### src/rtl/usb_in_ep_pkg.sv
package usb_in_ep_pkg;
  localparam int unsigned RESP_W = 2;

  typedef enum logic [RESP_W-1:0] {
    RSP_NAK   = 2'd0,
    RSP_STALL = 2'd1,
    RSP_DATA  = 2'd2,
    RSP_ZLP   = 2'd3
  } resp_e;

  localparam logic PID_DATA0 = 1'b0;
  localparam logic PID_DATA1 = 1'b1;
endpackage

### src/rtl/usb_in_toggle_ctl.sv
module usb_in_toggle_ctl (
  input  logic clk_i,
  input  logic rst_ni,
  input  logic iso_init_i,
  input  logic rate_fb_i,
  input  logic tx_done_i,
  input  logic host_ack_i,
  output logic toggle_o
);
  import usb_in_ep_pkg::*;

  logic toggle_q, toggle_d;
  logic iso_q;
  logic iso_rise;
  logic adv;

  assign iso_rise = iso_init_i & ~iso_q;
  // advance event depends on mode
  assign adv = rate_fb_i ? tx_done_i : host_ack_i;

  always_comb begin
    toggle_d = toggle_q;
    if (iso_init_i) begin
      if (tx_done_i)     toggle_d = PID_DATA1;
      else if (iso_rise) toggle_d = PID_DATA0;
    end else if (adv) begin
      toggle_d = ~toggle_q;
    end
  end

  always_ff @(posedge clk_i or negedge rst_ni) begin
    if (!rst_ni) begin
      toggle_q <= PID_DATA0;
      iso_q    <= 1'b0;
    end else begin
      toggle_q <= toggle_d;
      iso_q    <= iso_init_i;
    end
  end

  assign toggle_o = toggle_q;

  AST_NORMAL_ACK_FLIP: assert property (@(posedge clk_i) disable iff (!rst_ni)
    (!iso_init_i && !rate_fb_i && host_ack_i) |=> (toggle_q != $past(toggle_q)));
  AST_NORMAL_NOACK_HOLD: assert property (@(posedge clk_i) disable iff (!rst_ni)
    (!iso_init_i && !rate_fb_i && !host_ack_i) |=> $stable(toggle_q));
  AST_RATEFB_FLIP: assert property (@(posedge clk_i) disable iff (!rst_ni)
    (!iso_init_i && rate_fb_i && tx_done_i) |=> (toggle_q != $past(toggle_q)));
  AST_RATEFB_ACK_IGNORED: assert property (@(posedge clk_i) disable iff (!rst_ni)
    (!iso_init_i && rate_fb_i && !tx_done_i) |=> $stable(toggle_q));
  AST_ISO_REINIT: assert property (@(posedge clk_i) disable iff (!rst_ni)
    (iso_init_i && !iso_q && !tx_done_i) |=> (toggle_q == PID_DATA0));
  AST_ISO_SENT: assert property (@(posedge clk_i) disable iff (!rst_ni)
    (iso_init_i && tx_done_i) |=> (toggle_q == PID_DATA1));
endmodule

### src/rtl/usb_in_resp_sel.sv
module usb_in_resp_sel
  import usb_in_ep_pkg::*;
(
  input  logic              clk_i,
  input  logic              rst_ni,
  input  logic              stall_i,
  input  logic              iso_init_i,
  input  logic              in_token_i,
  input  logic              pkt_ready_i,
  input  logic              toggle_i,
  output logic              resp_vld_o,
  output logic [RESP_W-1:0] resp_o,
  output logic              pid_o
);
  resp_e resp_d, resp_q;
  logic  pid_d, pid_q, vld_q;

  // stall > data > iso zero-length > nak
  always_comb begin
    resp_d = RSP_NAK;
    pid_d  = PID_DATA0;
    if (stall_i) begin
      resp_d = RSP_STALL;
    end else if (pkt_ready_i) begin
      resp_d = RSP_DATA;
      pid_d  = iso_init_i ? PID_DATA0 : toggle_i;
    end else if (iso_init_i) begin
      resp_d = RSP_ZLP;
    end
  end

  always_ff @(posedge clk_i or negedge rst_ni) begin
    if (!rst_ni) begin
      vld_q  <= 1'b0;
      resp_q <= RSP_NAK;
      pid_q  <= PID_DATA0;
    end else begin
      vld_q <= in_token_i;
      if (in_token_i) begin
        resp_q <= resp_d;
        pid_q  <= pid_d;
      end
    end
  end

  assign resp_vld_o = vld_q;
  assign resp_o     = resp_q;
  assign pid_o      = pid_q;

  AST_ONE_RESP_PER_TOKEN: assert property (@(posedge clk_i) disable iff (!rst_ni)
    in_token_i |=> resp_vld_o);
  AST_NO_SPURIOUS_RESP: assert property (@(posedge clk_i) disable iff (!rst_ni)
    !in_token_i |=> !resp_vld_o);
  AST_STALL_WINS: assert property (@(posedge clk_i) disable iff (!rst_ni)
    (in_token_i && stall_i) |=> (resp_o == RSP_STALL && pid_o == PID_DATA0));
  AST_ISO_DATA0: assert property (@(posedge clk_i) disable iff (!rst_ni)
    (in_token_i && iso_init_i) |=> (pid_o == PID_DATA0));
  AST_NAK_IDLE: assert property (@(posedge clk_i) disable iff (!rst_ni)
    (in_token_i && !stall_i && !iso_init_i && !pkt_ready_i) |=> (resp_o == RSP_NAK));
endmodule

### src/rtl/usb_in_ep_resp.sv
module usb_in_ep_resp (
  input  logic       clk_i,
  input  logic       rst_ni,
  input  logic       stall_i,
  input  logic       iso_init_i,
  input  logic       rate_fb_i,
  input  logic       in_token_i,
  input  logic       pkt_ready_i,
  input  logic       tx_done_i,
  input  logic       host_ack_i,
  output logic       resp_vld_o,
  output logic [1:0] resp_o,
  output logic       pid_o,
  output logic       toggle_o
);
  import usb_in_ep_pkg::*;

  logic toggle;

  usb_in_toggle_ctl i_toggle (
    .clk_i      (clk_i),
    .rst_ni     (rst_ni),
    .iso_init_i (iso_init_i),
    .rate_fb_i  (rate_fb_i),
    .tx_done_i  (tx_done_i),
    .host_ack_i (host_ack_i),
    .toggle_o   (toggle)
  );

  usb_in_resp_sel i_sel (
    .clk_i       (clk_i),
    .rst_ni      (rst_ni),
    .stall_i     (stall_i),
    .iso_init_i  (iso_init_i),
    .in_token_i  (in_token_i),
    .pkt_ready_i (pkt_ready_i),
    .toggle_i    (toggle),
    .resp_vld_o  (resp_vld_o),
    .resp_o      (resp_o),
    .pid_o       (pid_o)
  );

  assign toggle_o = toggle;

  AST_DATA_PID_TRACKS_TOGGLE: assert property (@(posedge clk_i) disable iff (!rst_ni)
    (in_token_i && !stall_i && !iso_init_i && pkt_ready_i) |=>
      (resp_o == RSP_DATA && pid_o == $past(toggle_o)));
endmodule

### config.mk
export PLATFORM = sky130hd
export DESIGN_NAME = usb_in_ep_resp
export DESIGN_NICKNAME = d
export VERILOG_FILES = /design/src/rtl/usb_in_ep_pkg.sv /design/src/rtl/usb_in_toggle_ctl.sv /design/src/rtl/usb_in_resp_sel.sv /design/src/rtl/usb_in_ep_resp.sv
export SDC_FILE = /design/constraint.sdc
export NUM_CORES = 1
export LEC_CHECK = 0
export BUFFER_PORTS_ARGS = -buffer_cell sky130_fd_sc_hd__buf_2
export CORE_AREA = 2 2 39 41
export CTS_CLUSTER_DIAMETER = 60
export DETAILED_ROUTE_END_ITERATION = 16
export DIE_AREA = 0 0 41 43
export SLEW_MARGIN = 20
export SYNTH_ARGS = -nofsm -noshare
export SYNTH_HDL_FRONTEND = slang
export SYNTH_HIERARCHICAL = 1
export SYNTH_SLANG_ARGS = --single-unit
### constraint.sdc
create_clock -name clk_i -period 1.1 [get_ports clk_i]
set_clock_uncertainty 0.15 [all_clocks]
set_input_delay 0.165 -clock clk_i [delete_from_list [all_inputs] [get_ports clk_i]]
set_output_delay 0.165 -clock clk_i [all_outputs]
set_load 0.03 [all_outputs]
==> run metrics <==
CP max FO 6; worst vdd ir 0.000389 V; Max-slew headroom 83.9%; Achievable Freq 0.864 GHz; ranking of synthesized cells by area dfrtp_1 58%, mux2_2 4.4%, mux2i_1 3.9%, nor4bb_1 3.9%, o22a_1 3.4%; share of the synthesized area in the top cell type 58.3%; post-route ant nets 0; Required @ worst endpoint 1.09 ns; failing checks hold timing, setup timing; Synth Flop Type dfrtp_1; clk root buf clkbuf_4; number of distinct library cells after synthesis 16; layout cells sized above 1 46.5%; GR Util met1 8.77%; Synth Instances 22; vias in the first global route 227; largest net degree at the start of global routing 7; worst-skew pair later-pin latency 0.25 ns; outcome finished, violations left; ys async rst share 100%; Buf+Inv Stages, Crit Path 0; CP endpoint kind flip-flop; leakage 0.217 nW; Top Family by Delay on Critical Path flip-flops; CTS buffer count 3; Synth Net Count 31; crit-path max cell delay 0.44 ns; dpl cells 51; cell chain of the critical path xor2_1 -> o21a_1 -> o22a_1; Post-Syn Area per Cell 11.7 um2; Vias/cell 4.05; Slew Limit Fails 0; Antenna diodes 0; final setup fails 2; DIE AREA 1760 um2; Die Ht 43 um; power density cells 1450 nW/um2; DR pass1 iterations 1; global-route met3 utilization 6.28%; Hold-fix buffers, CTS 2; fin crit period 1.16 ns; Clock Path Buffers 2; total core area 1380 um2; boundary pin count 14; register area share after synthesis 58.3%; fill count 140; initial antenna violation count 0; Die X 41 um; count of input and output buffers 13; number of synthesized register bits 6; Crit path arrival time 1.14 ns; unrepaired setup endpoints after global routing true; synth cell count leaders 6 x dfrtp_1, 2 x inv_1; total track usage 8.66%; DRC viols 0; grt total ovfl 0; Startpoint Class flip-flop; initial DRC count 0; via count 239; slew at the pin closest to its max-slew limit 0.239 ns; Setup WS post-layout -0.0569 ns; Post-Layout Cell Count 59; critical path's slowest cell dfrtp_2; global-route wire length before repair 897 um; Area Growth Syn to Fin 70.9%; Power Total 0.637 mW; # rows 14; Synth Warn # 6; HP Class in2reg; GP Congestion 0.761; final worst path period share 105%; CTS tree built; starting density of the core 18.6%; mapped cell area 258 um2; H-tree levels 1; Final Hold Viols 1; final wirelength 597 um; Nets 53; hpwl dp 442 um; most numerous cell in the Yosys netlist dfrtp_1; hold_ws -0.0331 ns; met2 usage in global routing 10.9%; grt peak-use layer met2; # clock sinks 6; DR WL/cell 10.1 um; Post-synth EDFFs 0; Crit Path Category reg2reg; cell taking the most area after synthesis dfrtp_1; max cap viols 0; clock slew at reported path FFs 0.05 ns
## report_power, final
part	internal [mW]	total (mW)	switching, mW
registers	0.241	0.258	0.0165
logic	0.0802	0.155	0.0751
clock network	0.138	0.224	0.0860
total	0.459	0.637	0.178
## layer usage
layer | part of all wire [%] | up-vias
met5 | 0 | -
met4 | 0 | 0
met3 | 7.4 | 0
met2 | 48 | 8
met1 | 45 | 113
li1 | - | 118
## metrics by stage
stage	area, um2	setup TNS, ns	worst slack [ns]	util, %
after global routing	440	-0.239	-0.0951	31.8
final	440	-0.106	-0.0569	31.8
after CTS	427	-0.155	-0.0817	30.8
after global placement	348	-0.0504	-0.0504	25.1
after detailed placement	348	-0.0628	-0.0628	25.1
after floorplan	263	-0.178	-0.134	-
## kinds of logic after synthesis
family / Yosys count / synth area share [%]
AO/OA/AOI/OAI: 5 / 13.6
XOR/XNOR: 1 / 3.40
buffers and inverters: 2 / 2.91
flip-flops: 6 / 58.3
multiplexers: 2 / 8.25
AND/OR/NAND/NOR: 6 / 13.6
## cell type report
cell class / instances / area (um2) / share of cell area [%]
clock buffers: 4 / 26.3 / 5.97
repair buffers: 17 / 131 / 29.8
multi-input cells: 14 / 104 / 23.6
inverters: 2 / 7.51 / 1.70
well taps: 16 / 20.0 / 4.55
flip-flops and latches: 6 / 151 / 34.4
## cells in the final DEF, fill, tap and decap left out
master / synthesis / final
buf_2: 0 / 8
dfrtp_1: 6 / 5
buf_6: 0 / 5
clkbuf_4: 0 / 3
dlygate4sd3_1: 0 / 2
inv_1: 2 / 2
buf_4: 0 / 2
clkbuf_1: 0 / 1
o21bai_1: 1 / 1
mux2i_1: 1 / 1
nor4bb_1: 1 / 1
mux2_4: 0 / 1
nand2b_1: 1 / 1
nor2_1: 1 / 1
a31oi_1: 1 / 1
nand2_1: 1 / 1
nor2b_1: 1 / 1
a21oi_1: 1 / 1
xor2_1: 1 / 1
nand3_1: 1 / 1
o21a_1: 1 / 1
o22a_1: 1 / 1
dfrtp_2: 0 / 1
## what timing repair did
item                                    in CTS  in global routing
endpoints found under the setup margin       5                  7
hold endpoints to repair                     8                  1
resized for setup                            8                  3
pin swaps                                    2                  1
setup buffers                                1                  1
## state kept, by name, summed over array words and instances, names as in the netlist
signal             count
i_sel/pid_o            1
i_toggle/toggle_o      1
i_toggle/iso_q         1
i_sel/resp_o           2
i_sel/resp_vld_o       1
## worst paths after layout
path,from,endpoint,slack (ns),cells after the start
max,i_toggle/toggle_o,i_toggle/toggle_o,-0.06,3
min,iso_init_i,i_toggle/iso_q,-0.03,1
max reg2reg,i_toggle/toggle_o,i_toggle/toggle_o,-0.06,3
min reg2reg,i_sel/resp_o[0],i_sel/resp_o[0],0.41,2
max in group asynchronous,rst_ni,i_toggle/toggle_o,0.52,2
min in group asynchronous,rst_ni,i_sel/resp_o[0],0.12,2
No activity file was read; power rests on OpenSTA's default activity.
